==> src/rtl/backoff_pkg.sv <==
package backoff_pkg;

    typedef enum logic [1:0] {
        ACT_IDLE  = 2'd0,
        ACT_CLEAR = 2'd1,
        ACT_ISSUE = 2'd2,
        ACT_HOLD  = 2'd3
    } backoff_act_e;

endpackage

==> src/rtl/backoff_decide.sv <==
module backoff_decide
    import backoff_pkg::*;
(
    input  logic         start,
    input  logic         op_fail,
    input  logic         op_success,
    input  logic         wait_done,
    input  logic         waiting,
    input  logic         held,
    output backoff_act_e act
);
    logic blocked;

    always_comb begin
        blocked = waiting && !wait_done;
        if (start || op_success) begin
            act = ACT_CLEAR;
        end else if ((op_fail || held) && !blocked) begin
            act = ACT_ISSUE;
        end else if (op_fail) begin
            act = ACT_HOLD;
        end else begin
            act = ACT_IDLE;
        end
    end
endmodule

==> src/rtl/backoff_step.sv <==
module backoff_step #(
    parameter int LIMIT = 4096,
    parameter int CNT_W = 13
) (
    input  logic [CNT_W-1:0] cur,
    output logic [CNT_W-1:0] nxt
);
    localparam logic [CNT_W-1:0] LIM  = CNT_W'(LIMIT);
    localparam logic [CNT_W-1:0] HALF = CNT_W'((LIMIT + 1) / 2);

    always_comb begin
        if (cur >= HALF) begin
            nxt = LIM;
        end else begin
            nxt = {cur[CNT_W-2:0], 1'b0};
        end
    end
endmodule

==> src/rtl/backoff_scale.sv <==
module backoff_scale #(
    parameter int CNT_W = 13,
    parameter int SHIFT = 7,
    localparam int BUD_W = CNT_W + SHIFT
) (
    input  logic [CNT_W-1:0] count,
    output logic [BUD_W-1:0] budget
);
    generate
        if (SHIFT == 0) begin : g_noscale
            assign budget = count;
        end else begin : g_scale
            assign budget = {count, {SHIFT{1'b0}}};
        end
    endgenerate
endmodule

==> src/rtl/backoff_ctrl.sv <==
module backoff_ctrl
    import backoff_pkg::*;
#(
    parameter int SPIN_INIT  = 1,
    parameter int SPIN_LIMIT = 4096,
    parameter int UNIT_SHIFT = 7,
    localparam int CNT_W = $clog2(SPIN_LIMIT + 1),
    localparam int BUD_W = CNT_W + UNIT_SHIFT
) (
    input  logic             clk,
    input  logic             rst_n,
    input  logic             start,
    input  logic             op_fail,
    input  logic             op_success,
    input  logic             wait_done,
    output logic             wait_req,
    output logic [BUD_W-1:0] wait_cycles,
    output logic             busy
);
    localparam logic [CNT_W-1:0] INIT = CNT_W'(SPIN_INIT);

    typedef struct packed {
        logic [CNT_W-1:0] count;
        logic             waiting;
        logic             held;
        logic             busy;
        logic             req;
        logic [BUD_W-1:0] budget;
    } state_t;

    state_t       st_d, st_q;
    backoff_act_e act;
    logic [CNT_W-1:0] count_nxt;
    logic [BUD_W-1:0] budget_now;

    backoff_decide u_decide (
        .start      (start),
        .op_fail    (op_fail),
        .op_success (op_success),
        .wait_done  (wait_done),
        .waiting    (st_q.waiting),
        .held       (st_q.held),
        .act        (act)
    );

    backoff_step #(.LIMIT(SPIN_LIMIT), .CNT_W(CNT_W)) u_step (
        .cur (st_q.count),
        .nxt (count_nxt)
    );

    backoff_scale #(.CNT_W(CNT_W), .SHIFT(UNIT_SHIFT)) u_scale (
        .count  (st_q.count),
        .budget (budget_now)
    );

    always_comb begin
        st_d     = st_q;
        st_d.req = 1'b0;
        if (wait_done) begin
            st_d.waiting = 1'b0;
        end
        case (act)
            ACT_CLEAR: begin
                st_d.count = INIT;
                st_d.held  = 1'b0;
                st_d.busy  = 1'b0;
            end
            ACT_ISSUE: begin
                st_d.req     = 1'b1;
                st_d.budget  = budget_now;
                st_d.count   = count_nxt;
                st_d.waiting = 1'b1;
                st_d.held    = 1'b0;
                st_d.busy    = 1'b1;
            end
            ACT_HOLD: begin
                st_d.held = 1'b1;
                st_d.busy = 1'b1;
            end
            default: begin
            end
        endcase
    end

    always_ff @(posedge clk or negedge rst_n) begin
        if (!rst_n) begin
            st_q.count   <= INIT;
            st_q.waiting <= 1'b0;
            st_q.held    <= 1'b0;
            st_q.busy    <= 1'b0;
            st_q.req     <= 1'b0;
            st_q.budget  <= '0;
        end else begin
            st_q <= st_d;
        end
    end

    assign wait_req    = st_q.req;
    assign wait_cycles = st_q.budget;
    assign busy        = st_q.busy;
endmodule

==> config.mk <==
export PLATFORM = sky130hd
export DESIGN_NAME = backoff_ctrl
export DESIGN_NICKNAME = d
export VERILOG_FILES = /design/src/rtl/backoff_pkg.sv /design/src/rtl/backoff_decide.sv /design/src/rtl/backoff_step.sv /design/src/rtl/backoff_scale.sv /design/src/rtl/backoff_ctrl.sv
export SDC_FILE = /design/constraint.sdc
export NUM_CORES = 1
export LEC_CHECK = 0
export BUFFER_PORTS_ARGS = -buffer_cell sky130_fd_sc_hd__buf_2
export CAP_MARGIN = 20
export CORE_AREA = 4 4 62 64
export CTS_BUF_LIST = sky130_fd_sc_hd__clkbuf_8
export CTS_CLUSTER_SIZE = 8
export DETAILED_ROUTE_END_ITERATION = 6
export DIE_AREA = 0 0 66 68
export PLACE_DENSITY_LB_ADDON = 0.25
export SKIP_LAST_GASP = 1
export SLEW_MARGIN = 10
export SYNTH_ARGS = -nofsm -noshare
export SYNTH_HDL_FRONTEND = slang
export SYNTH_SLANG_ARGS = --single-unit
==> constraint.sdc <==
create_clock -name clk -period 2 [get_ports clk]
set_input_delay 0.2 -clock clk [delete_from_list [all_inputs] [get_ports clk]]
set_output_delay 0.2 -clock clk [all_outputs]
set_load 0.03 [all_outputs]
### Yosys cells after proc, flatten, opt, wreduce, memory -nomap -nowiden

Cells that the tools add are included.

* register bits: 30
* output and inout bits: 22
* word-level logic and storage cells: 28

* magnitude comparators: 1
* equality and inequality tests: 3
* multiplexer cells: 9
* reduce and logical (&&, ||, !) cells: 9

Operators by type and width (number)
* one-hot mux 13 bit (2 select lines): 1
* 2-to-1 mux 21 bit: 1
* >= comparator 13 x 12 -> 1 bit (second input constant): 1
* 2-to-1 mux 13 bit: 1
* 2-to-1 mux 2 bit: 3
* one-hot mux 2 bit (3 select lines): 1
* equality test 2 bit (second input constant): 2
* nonzero test 2 bit: 2
* nonzero test 3 bit: 1
* equality test 2 x 1 -> 1 bit (second input constant): 1
* logical AND 1 bit: 2
* zero test 1 bit: 2
* logical OR 1 bit: 2
* 2-to-1 mux 1 bit: 2

### Depth between registers and ports, before layout

Gate-level depths: netlist of run 1.

* depth in word-level cells: 8
* depth in mapped cells: 8

### By module

A second synthesis of run 1 with hierarchy kept.

* cells, all modules: 177
* area, all modules: 2060.7 sq um

Modules (own cells, without submodules)
* backoff_ctrl: times used 1, cells each 135, area an instance 1704.1 sq um, seq. area each 927.1 sq um
* backoff_step: times used 1, cells each 16, area an instance 172.7 sq um, seq. area each 0.0 sq um
* backoff_scale: times used 1, cells each 21, area an instance 153.9 sq um, seq. area each 0.0 sq um
* backoff_decide: times used 1, cells each 5, area an instance 30.0 sq um, seq. area each 0.0 sq um

### Worst setup path after synthesis of run 1

OpenSTA, ideal clock, no wires.

* path type: register to register
* start point: reg st_q[23] (netlist name)
* end point: reg st_q (netlist bit wait_cycles[15])
* library setup time: 125 ps
* arrival: 1704 ps
* data required time: 1875 ps
* setup slack: 171 ps
* stages on the path, launching flop included: 7
* path through: dfrtp_1 -> nor2b_1 -> a211oi_1 -> ha_1 -> buf_6 -> buf_2 -> mux2_2

* cells in the longest elaborated chain, start to end: 6

Ends and longest elaborated chain
* logical AND 1 bit: RTL line backoff_decide.sv:15 `blocked = waiting && !wait_done;`
* zero test 1 bit: RTL line backoff_decide.sv:18 `end else if ((op_fail || held) && !blocked) begin`
* logical AND 1 bit: RTL line backoff_decide.sv:18
* 2-to-1 mux 2 bit: RTL line backoff_decide.sv:18
* 2-to-1 mux 2 bit: RTL line backoff_decide.sv:16 `if (start || op_success) begin`
* equality test 2 bit: RTL line backoff_ctrl.sv:62 `case (act)`
* end signal: assignment: RTL line backoff_ctrl.sv:94 `st_q <= st_d;`
* end: declaration: RTL line backoff_ctrl.sv:31 `state_t st_d, st_q;`

Every way passes these cells.
A chain may end at the register's enable or synchronous reset.

### Worst setup path in the final report of run 1

* start point: reg st_q[23] (netlist name)
* end point: reg st_q (netlist bit wait_cycles[9])

* cells in the longest elaborated chain, start to end: 6

Ends and longest elaborated chain (RTL line)
* logical AND 1 bit: backoff_decide.sv:15
* zero test 1 bit: backoff_decide.sv:18
* logical AND 1 bit: backoff_decide.sv:18
* 2-to-1 mux 2 bit: backoff_decide.sv:18
* 2-to-1 mux 2 bit: backoff_decide.sv:16
* equality test 2 bit: backoff_ctrl.sv:62

Every way passes these cells.

==> results of run 1 <==
[worst max-delay path by stage]
stage               cells after the start              end  slack [ns]
CTS                                     6         st_q[28]        0.12
global route                            8         st_q[28]        0.07
floorplan                               6  wait_cycles[15]        0.17
global placement                        6         st_q[28]        0.23
detailed placement                      6         st_q[28]        0.16
finish                                  5   wait_cycles[9]        0.20
[per-layer routing]
layer,global-route usage [%],wire [um],vias to the layer above
li1,-,-,404
met1,14.61,1052,382
met2,17.15,970,21
met3,5.911,108,2
met4,6.091,17,0
met5,0,0,-
[layout make-up]
type                       instances  area [sq um]  share of cell area (%)
multi-input combinational         71         459.2                   30.06
clock inverter                     3         11.26                  0.7371
clock buffer                       5         68.82                   4.504
inverter                           1         3.754                  0.2457
sequential                        30         752.0                   49.22
timing repair buffer              28         175.2                   11.47
tap                               46         57.56                   3.767
[logic make-up after synthesis]
kind of cell	count (synthesis)	share of synthesized area [%]
DFF	30	59.04
other	1	0.2944
and+or+nand+nor	31	11.49
muxes	14	12.38
AOI/OAI and AO/OA	16	7.171
adders and majority gates	3	2.947
buffers and inverters	13	6.680
[repair_timing]
action | 4_1_cts | 5_1_grt
hold endpoints to repair | 29 | 0
endpoints found under the setup margin | 0 | 5
hold buffers | 1 | 0
buffers inserted | 0 | 1
[cells in the mapped netlist (all sizes together)]
cell,number
dfrtp,29
nand2,22
mux2,14
o21ai,12
buf,10
ha,3
clkbuf,2
nand2b,2
nor2b,2
nor3,2
a211oi,1
a21oi,1
a32o,1
conb,1
dfstp,1
inv,1
nor2,1
nor3b,1
o22a,1
or3,1
[report_power, final]
part | switching (W) | internal [W]
registers | 0.00000714 | 0.000623
clock network | 0.000202 | 0.000231
logic | 0.0000804 | 0.0000357
total | 0.000290 | 0.000890
[stage by stage]
step	instances	area (sq um)
after global routing	184	1528
after floorplan	114	1296
after detailed placement	174	1418
after CTS	183	1508
after global placement	174	1418
final	184	1528
[flip-flops by register name, indices dropped and copies added, names as in the netlist]
signal	count
wait_req	1
wait_cycles	13
busy	1
st_q	15
[worst max-delay path, stage by stage, from the launching register on]
cell and delay, ns:
dfrtp_1 0.38, nor2b_1 0.13, a211oi_1 0.31, ha_1 0.29, buf_4 0.21, mux2_2 0.35
[cells in the final DEF (no fill, tap or decap), drive strengths merged, types with 2 or more instances in the layout]
cell type and n:
dfrtp 29, buf 27, nand2 22, mux2 14
o21ai 12, conb 7, clkbuf 5, inv 4
ha 3, nor2b 2, nand2b 2, nor3 2
==> metrics.md, run 1 <==
| Metric | Value |
|---|---|
| Status | `finished clean` |
| Hold/Removal Path Class | `in2reg` |
| CP required | `around 2.2 ns` |
| Area of the core | `3284 sq um` |
| Largest net degree at the start of global routing | `31` |
| Final ANT Viol Nets | `0` |
| Tcrit/Tclk final | `between 80 and 90%` |
| Hpwl dp | `between 1 and 1.5 mm` |
| Tmin final | `between 1.5 and 2 ns` |
| Yosys warning count | `0` |
| Initial drt markers | `23` |
| CP max FO | `11` |
| Hold path start | `wait_done` |
| GRT overflow | `0` |
| Via count of the first global-routing pass | `849` |
| Crit. Startpoint | `st_q[23]` |
| Die X | `between 60 and 70 um` |
| Crit end category | `register` |
| RR Endpoint | `wait_cycles[9]` |
| Clock latency on the worst-skew pair | `between 0.2 and 0.3 ns` |
| GPL Wtd Cong | `around 0.7` |
| Worst-path clk slew | `around 0.060 ns` |
| Clock tree root driver cell | `clkbuf_8` |
| # port buffers | `20` |
| Area Overhead vs Synth | `19.94%` |
| Hold Path Depth | `3` |
| Total CTS buffers | `5` |
| Final setup viols | `0` |
| Sequential fraction of the synthesis area | `between 50 and 60%` |
| Initial Utilization | `38.78%` |
| Clk_skew | `roughly 0.0026 ns` |
| Total number of vias | `809` |
| Reg2reg start | `st_q[23]` |
| Layout cells sized above 1 | `34.78%` |
| Final worst slack | `just over 0.2 ns` |
| Max Slew Vio Count | `0` |
| Worst Tran Pin Value | `approximately 0.65 ns` |
| Synth Cell Area | `approximately 1300 sq um` |
| WL/cell | `approximately 12 um` |
| Final Power | `about 0.0012 W` |
| Peak supply drop | `0.0004140 V` |
| Post-cts repair resize count | `0` |
| Synth unique cells | `23` |
| Vias/cell | `between 4 and 5` |
| Ranking of synthesized cells by area | `dfrtp_1 (57%), mux2_2 (12%), nand2_1 (6.5%)` |
| Sink Count | `30` |
| # rows | `21` |
| 1st-pass router iterations | `4` |
| Clk buf depth | `2` |
| Gate Count Post-Synth | `approximately 110` |
| Pre-CTS WS | `about 0.16 ns` |
| Leak Pwr | `roughly 0.80 nW` |
| Die height | `around 68 um` |
| Syn avg cell area | `~12 sq um` |
| Global-route wire length before repair | `between 3 and 4 mm` |
| N_diodes | `0` |
| Nets | `roughly 150` |
| Slew headroom | `56.80%` |
| Fin util | `46.51%` |
| Die Footprint | `4488 sq um` |
| Reg2Reg Depth | `5` |
| Critical Path Start Type | `register` |
| H-tree Lvls | `2` |
| Total of max-cap violations | `0` |
| Kind of critical path | `reg2reg` |
| Sum Neg Setup Slack | `0 ns` |
| Initial antenna violation count | `0` |
| TritonCTS clock tree | `done` |
| Area leader, netlist | `dfrtp_1` |
| Post-synthesis register bit count | `30` |
| Hold worst-path end | `st_q[23]` |
| WP data arrival | `between 1.5 and 2 ns` |
| GRT Total Usage | `11.87%` |
| Yosys top cell area share | `a little under three fifths` |
| Residual DRC | `0` |
| Flop-to-flop setup slack | `0.20 ns` |
| Power Density | `approximately 770 nW/um^2` |
| WL final | `2.149 mm` |
| Fillcell total | `316` |
| Hold_ws | `0.2541 ns` |
| F_max | `556.2 MHz` |
| Final Hold Fails | `0` |
| Unrepaired setup endpoints after global routing | `no` |
| I/O pin cnt | `28` |
Power figures use the tool's default switching activity.
==> run 2, diff against run 1 <==
--- a/config.mk
+++ b/config.mk
@@ -5,7 +5,7 @@
 export SDC_FILE = /design/constraint.sdc
 export NUM_CORES = 1
 export LEC_CHECK = 0
-export BUFFER_PORTS_ARGS = -buffer_cell sky130_fd_sc_hd__buf_2
+export BUFFER_PORTS_ARGS = -buffer_cell sky130_fd_sc_hd__buf_4
 export CAP_MARGIN = 20
 export CORE_AREA = 4 4 62 64
 export CTS_BUF_LIST = sky130_fd_sc_hd__clkbuf_8
==> metrics.md, run 2 (synthesized netlist as in run 1, its figures left out) <==
| Metric | Value |
|---|---|
| Status | `finished clean (unchanged)` |
| Worst-path cell chain | `nor2b_1, a211oi_1, ha_1, nor3b_4, nand2_1, o21ai_1 (was nor2b_1, a211oi_1, ha_1, buf_4, mux2_2)` |
| Most frequent cells in the layout | `dfrtp_1 (29), buf_4 (25), nand2_1 (22) (was dfrtp_1 (29), nand2_1 (22), buf_2 (20))` |
| Power Density | `801.1 nW/um^2 (was 772.0 nW/um^2)` |
| GRT overflow | `0 (unchanged)` |
| Sum Neg Setup Slack | `0 ns (unchanged)` |
| Peak supply drop | `0.0003519 V (was 0.0004140 V)` |
| Final worst slack | `0.1875 ns (was 0.2022 ns)` |
| H-tree Lvls | `2 (unchanged)` |
| Hpwl dp | `1.457 mm (was 1.495 mm)` |
| WL final | `2.138 mm (was 2.149 mm)` |
| GR Layer Usage met3 | `5.583% (was 5.911%)` |
| Final Hold Fails | `0 (unchanged)` |
| Initial Utilization | `38.78% (unchanged)` |
| GRT busiest layer | `met2 (unchanged)` |
| Pre-CTS WS | `0.1859 ns (was 0.1608 ns)` |
| GRT met2 Usage | `15.52% (was 17.15%)` |
| Global-route wire length before repair | `3.650 mm (was 3.864 mm)` |
| Placed cell count | `173 (was 174)` |
| Placement-stage cell area | `1460 sq um (was 1418 sq um)` |
| Post-cts repair resize count | `0 (unchanged)` |
| Nets | `144 (was 146)` |
| Critical Path Start Type | `register (unchanged)` |
| 1st-pass router iterations | `4 (unchanged)` |
| Total of max-cap violations | `0 (unchanged)` |
| Area of the core | `3284 sq um (unchanged)` |
| Die height | `68 um (unchanged)` |
| Max Slew Vio Count | `0 (unchanged)` |
| Final ANT Viol Nets | `0 (unchanged)` |
| Clock latency on the worst-skew pair | `0.28 ns (was 0.27 ns)` |
| F_max | `551.7 MHz (was 556.2 MHz)` |
| Die Footprint | `4488 sq um (unchanged)` |
| Tcrit/Tclk final | `90.62% (was 89.89%)` |
| Final setup viols | `0 (unchanged)` |
| Final instance area | `1565 sq um (was 1528 sq um)` |
| TritonCTS clock tree | `done (unchanged)` |
| Die X | `66 um (unchanged)` |
| Clk buf depth | `2 (unchanged)` |
| Via count of the first global-routing pass | `802 (was 849)` |
| Clock tree root driver cell | `clkbuf_8 (unchanged)` |
| I/O pin cnt | `28 (unchanged)` |
| GPL Wtd Cong | `0.7167 (was 0.7215)` |
| Worst-path clk slew | `0.06 ns (about the same)` |
| Unrepaired setup endpoints after global routing | `no (unchanged)` |
| Clk_skew | `0.005333 ns (was 0.002595 ns)` |
| Sink Count | `30 (unchanged)` |
| # rows | `21 (unchanged)` |
| Largest reg by FF count | `st_q (unchanged)` |
| Leak Pwr | `0.7819 nW (was 0.7966 nW)` |
| Buffer and inverter count on the worst path | `0 (was 1)` |
| Crit end category | `register (unchanged)` |
| Initial antenna violation count | `0 (unchanged)` |
| Crit-path slowest cell | `nor3b_4 (was dfrtp_1)` |
| Vias/cell | `4.418 (was 4.397)` |
| Total CTS buffers | `5 (unchanged)` |
| Area Overhead vs Synth | `22.89% (was 19.94%)` |
| GRT Total Usage | `11.08% (was 11.87%)` |
| Largest net degree at the start of global routing | `31 (unchanged)` |
| WP data arrival | `2.02 ns (was 1.95 ns)` |
| Kind of cell adding the most delay to the critical path | `simple AND/OR/NAND/NOR gates (was flip-flops)` |
| Hold/Removal Path Class | `in2reg (unchanged)` |
| N_diodes | `0 (unchanged)` |
| GRT met1 Usage | `13.83% (was 14.61%)` |
| Initial drt markers | `20 (was 23)` |
| CP max FO | `10 (was 11)` |
| Residual DRC | `0 (unchanged)` |
| WL/cell | `11.75 um (was 11.68 um)` |
| Tmin final | `1.812 ns (was 1.798 ns)` |
| Final std cells w/o fill | `182 (was 184)` |
| Kind of critical path | `reg2reg (unchanged)` |
| Max reg flops | `15 (unchanged)` |
| # port buffers | `20 (unchanged)` |
| CP peak stage delay | `0.42 ns (was 0.38 ns)` |
| Flop-to-flop setup slack | `0.19 ns (was 0.20 ns)` |
| CP required | `2.20 ns (was 2.15 ns)` |
| Commonest non-fill, non-tap cell in the layout | `dfrtp_1 (unchanged)` |
| Layout cells sized above 1 | `36.03% (was 34.78%)` |
| Total number of vias | `804 (was 809)` |
==> run 2: layer usage <==
metal / vias to the layer above / part of all wire, %
met2: 23 / 43
met4: 0 / 2.3
met5: - / 0
met1: 375 / 46
li1: 400 / -
met3: 6 / 8.0
==> run 2: stage by stage <==
stage | utilization (%) | power (W) | hold WS (ns)
2_1_floorplan | - | 0.0007250 | -0.09559
3_3_place_gp | 44.46 | 0.0007619 | 0.1449
3_5_place_dp | 44.46 | 0.0007636 | 0.1510
4_1_cts | 47.66 | 0.001276 | 0.2261
5_1_grt | 47.66 | 0.001320 | 0.2386
6_report | 47.66 | 0.001254 | 0.2224
==> run 2: worst min-delay path, cell delays in order <==
cell and delay, ns:
buf_4 0.08, nand2b_1 0.12, nand2b_1 0.06
==> run 2: area by class of cell <==
type	instances	area, sq um
clock buffers	6	82.58
repair buffers	26	197.7
flip-flops and latches	30	752.0
clock inverters	2	12.51
well taps	46	57.56
inverters	1	3.754
multi-input cells	71	459.2
fillers	319	1719
==> run 2: path summary, 6_finish.rpt <==
kind,from,endpoint,cells after the start
worst max-delay path,st_q[23],st_q[28],6
worst min-delay path,wait_done,st_q[23],3
worst max register to register,st_q[23],st_q[28],6
worst min register to register,busy,busy,2
max in group asynchronous,rst_n,st_q[24],2
min in group asynchronous,rst_n,wait_cycles[17],2
==> run 2: timing repair <==
action	in CTS	in global routing
buffers inserted	0	0
hold endpoints to repair	29	0
hold buffers	1	0
==> run 2: power breakdown <==
group	internal, W	switching, W	total [W]
clock network	0.000276	0.000226	0.000502
registers	0.000623	0.00000773	0.000631
logic	0.0000418	0.0000795	0.000121
==> run 3, diff against run 2 <==
--- a/config.mk
+++ b/config.mk
@@ -7,11 +7,11 @@
 export LEC_CHECK = 0
 export BUFFER_PORTS_ARGS = -buffer_cell sky130_fd_sc_hd__buf_4
 export CAP_MARGIN = 20
-export CORE_AREA = 4 4 62 64
+export CORE_AREA = 4 4 66 68
 export CTS_BUF_LIST = sky130_fd_sc_hd__clkbuf_8
 export CTS_CLUSTER_SIZE = 8
 export DETAILED_ROUTE_END_ITERATION = 6
-export DIE_AREA = 0 0 66 68
+export DIE_AREA = 0 0 70 72
 export PLACE_DENSITY_LB_ADDON = 0.25
 export SKIP_LAST_GASP = 1
 export SLEW_MARGIN = 10
==> metrics.md, run 3 (synthesized netlist as in run 1, its figures left out) <==
| Metric | Value |
|---|---|
| Status | `finished clean (unchanged)` |
| Worst-path clk slew | `0.06 ns (about the same)` |
| Largest reg by FF count | `st_q (unchanged)` |
| Hpwl dp | `1.555 mm (was 1.457 mm)` |
| Unrepaired setup endpoints after global routing | `no (unchanged)` |
| Sink Count | `30 (unchanged)` |
| CP required | `2.16 ns (was 2.20 ns)` |
| Initial drt markers | `23 (was 20)` |
| Peak supply drop | `0.0003783 V (was 0.0003519 V)` |
| Most frequent cells in the layout | `dfrtp_1 (29), buf_4 (24), nand2_1 (22) (was dfrtp_1 (29), buf_4 (25), nand2_1 (22))` |
| Power Density | `757.0 nW/um^2 (was 801.1 nW/um^2)` |
| Area of the core | `3856 sq um (was 3284 sq um)` |
| Clock latency on the worst-skew pair | `0.28 ns (about the same)` |
| GRT overflow | `0 (unchanged)` |
| H-tree Lvls | `2 (unchanged)` |
| Final ANT Viol Nets | `0 (unchanged)` |
| Post-cts repair resize count | `0 (unchanged)` |
| WP data arrival | `1.93 ns (was 2.02 ns)` |
| Worst-path cell chain | `nor2b_1, a211oi_1, ha_1, buf_4, mux2_2 (was nor2b_1, a211oi_1, ha_1, nor3b_4, nand2_1, o21ai_1)` |
| TritonCTS clock tree | `done (unchanged)` |
| Via count of the first global-routing pass | `828 (was 802)` |
| Fillcell total | `400 (was 319)` |
| I/O pin cnt | `28 (unchanged)` |
| Final setup viols | `0 (unchanged)` |
| Final std cells w/o fill | `186 (was 182)` |
| Largest net degree at the start of global routing | `31 (unchanged)` |
| Hold path start | `wait_done (unchanged)` |
| Buffer and inverter count on the worst path | `1 (was 0)` |
| # rows | `23 (was 21)` |
| Vias/cell | `4.376 (was 4.418)` |
| Tmin final | `1.764 ns (was 1.812 ns)` |
| Layout cells sized above 1 | `33.82% (was 36.03%)` |
| Global-route wire length before repair | `3.967 mm (was 3.650 mm)` |
| Crit end category | `register (unchanged)` |
| Flop-to-flop setup slack | `0.24 ns (was 0.19 ns)` |
| Max Slew Vio Count | `0 (unchanged)` |
| Leak Pwr | `0.7898 nW (was 0.7819 nW)` |
| Reg2reg start | `st_q[23] (unchanged)` |
| Clk_skew | `0.004495 ns (was 0.005333 ns)` |
| 1st-pass router iterations | `4 (unchanged)` |
| Final Hold Fails | `0 (unchanged)` |
| Crit-path slowest cell | `dfrtp_1 (was nor3b_4)` |
| Clk buf depth | `2 (unchanged)` |
| Total of max-cap violations | `0 (unchanged)` |
| Clock tree root driver cell | `clkbuf_8 (unchanged)` |
| Max reg flops | `15 (unchanged)` |
| Critical path depth | `5 (was 6)` |
| RR Endpoint | `wait_cycles[12] (was st_q[28])` |
| Final worst slack | `0.2362 ns (was 0.1875 ns)` |
| Hold Path Depth | `3 (unchanged)` |
| Kind of critical path | `reg2reg (unchanged)` |
| Die height | `72 um (was 68 um)` |
| Die Footprint | `5040 sq um (was 4488 sq um)` |
| Nets | `144 (unchanged)` |
| Hold/Removal Path Class | `in2reg (unchanged)` |
| Final Power | `0.001187 W (was 0.001254 W)` |
| Kind of cell adding the most delay to the critical path | `flip-flops (was simple AND/OR/NAND/NOR gates)` |
| Area Overhead vs Synth | `23.08% (was 22.89%)` |
| Placed cell count | `176 (was 173)` |
| Total CTS buffers | `5 (unchanged)` |
| Hold worst-path end | `st_q[23] (unchanged)` |
| Initial antenna violation count | `0 (unchanged)` |
| GPL Wtd Cong | `0.7130 (was 0.7167)` |
| WL/cell | `12.24 um (was 11.75 um)` |
| WL final | `2.277 mm (was 2.138 mm)` |
| Tcrit/Tclk final | `88.19% (was 90.62%)` |
| N_diodes | `0 (unchanged)` |
| Sum Neg Setup Slack | `0 ns (unchanged)` |
| Pre-CTS WS | `0.2086 ns (was 0.1859 ns)` |
| Residual DRC | `0 (unchanged)` |
| Initial Utilization | `33.03% (was 38.78%)` |
| GRT Total Usage | `10.40% (was 11.08%)` |
| # port buffers | `20 (unchanged)` |
| Total number of vias | `814 (was 804)` |
| Commonest non-fill, non-tap cell in the layout | `dfrtp_1 (unchanged)` |
| CP max FO | `11 (was 10)` |
| F_max | `566.9 MHz (was 551.7 MHz)` |
| Critical Path Start Type | `register (unchanged)` |
| CP peak stage delay | `0.37 ns (was 0.42 ns)` |
| Reg2Reg Depth | `5 (was 6)` |
| Die X | `70 um (was 66 um)` |
## run 3: changes by cell type in the layout (fill, tap and decap cells not counted), sizes merged
cell / delta
clkinv: -1
clkbuf: -1
clkinvlp: -1
inv: +3
## run 3: routing by layer
layer | track usage, % | part of all wire (%)
met5 | 0 | 0
met4 | 5.745 | 2.5
met3 | 5.125 | 7.4
met2 | 14.59 | 44
met1 | 13.07 | 46
## run 3: metrics by stage
| step | hold slack (ns) | util, % | cell area [sq um] |
|---|---|---|---|
| floorplan | -0.09559 | - | 1296 |
| global placement | 0.1465 | 37.80 | 1458 |
| detailed placement | 0.1552 | 37.80 | 1458 |
| CTS | 0.2066 | 40.14 | 1548 |
| global route | 0.2284 | 40.66 | 1568 |
| finish | 0.2128 | 40.66 | 1568 |
## run 3: power breakdown
part | leakage [nW] | switching, W | internal, W
clock | 0.0519 | 0.000204 | 0.000231
sequential | 0.412 | 0.00000719 | 0.000623
combinational | 0.326 | 0.0000803 | 0.0000410
total | 0.790 | 0.000292 | 0.000895
## run 3: worst max path at each step
stage	to	start	slack [ns]
CTS	st_q[30]	st_q[23]	0.14
detailed placement	st_q[30]	st_q[23]	0.21
global placement	st_q[29]	st_q[23]	0.27
floorplan	wait_cycles[15]	st_q[23]	0.17
finish	wait_cycles[12]	st_q[23]	0.24
global route	st_q[30]	st_q[23]	0.06
## run 3: timing repair
action,in CTS,in global routing
buffers inserted,0,1
hold endpoints to repair,29,0
hold buffers,1,0
endpoints found under the setup margin,0,10
## run 3: cell type report
cell class | instances | area, sq um | share of cell area [%]
inverters | 1 | 3.754 | 0.2394
flip-flops and latches | 30 | 752.0 | 47.96
clock inverters | 3 | 11.26 | 0.7183
repair buffers | 26 | 210.2 | 13.41
well taps | 50 | 62.56 | 3.990
clock buffers | 5 | 68.82 | 4.389
multi-input cells | 71 | 459.2 | 29.29
## run 3: worst reg2reg max path: stages, from the launching register on
cell,delay (ns)
dfrtp_1,0.37
nor2b_1,0.13
a211oi_1,0.33
ha_1,0.26
buf_4,0.22
mux2_2,0.35
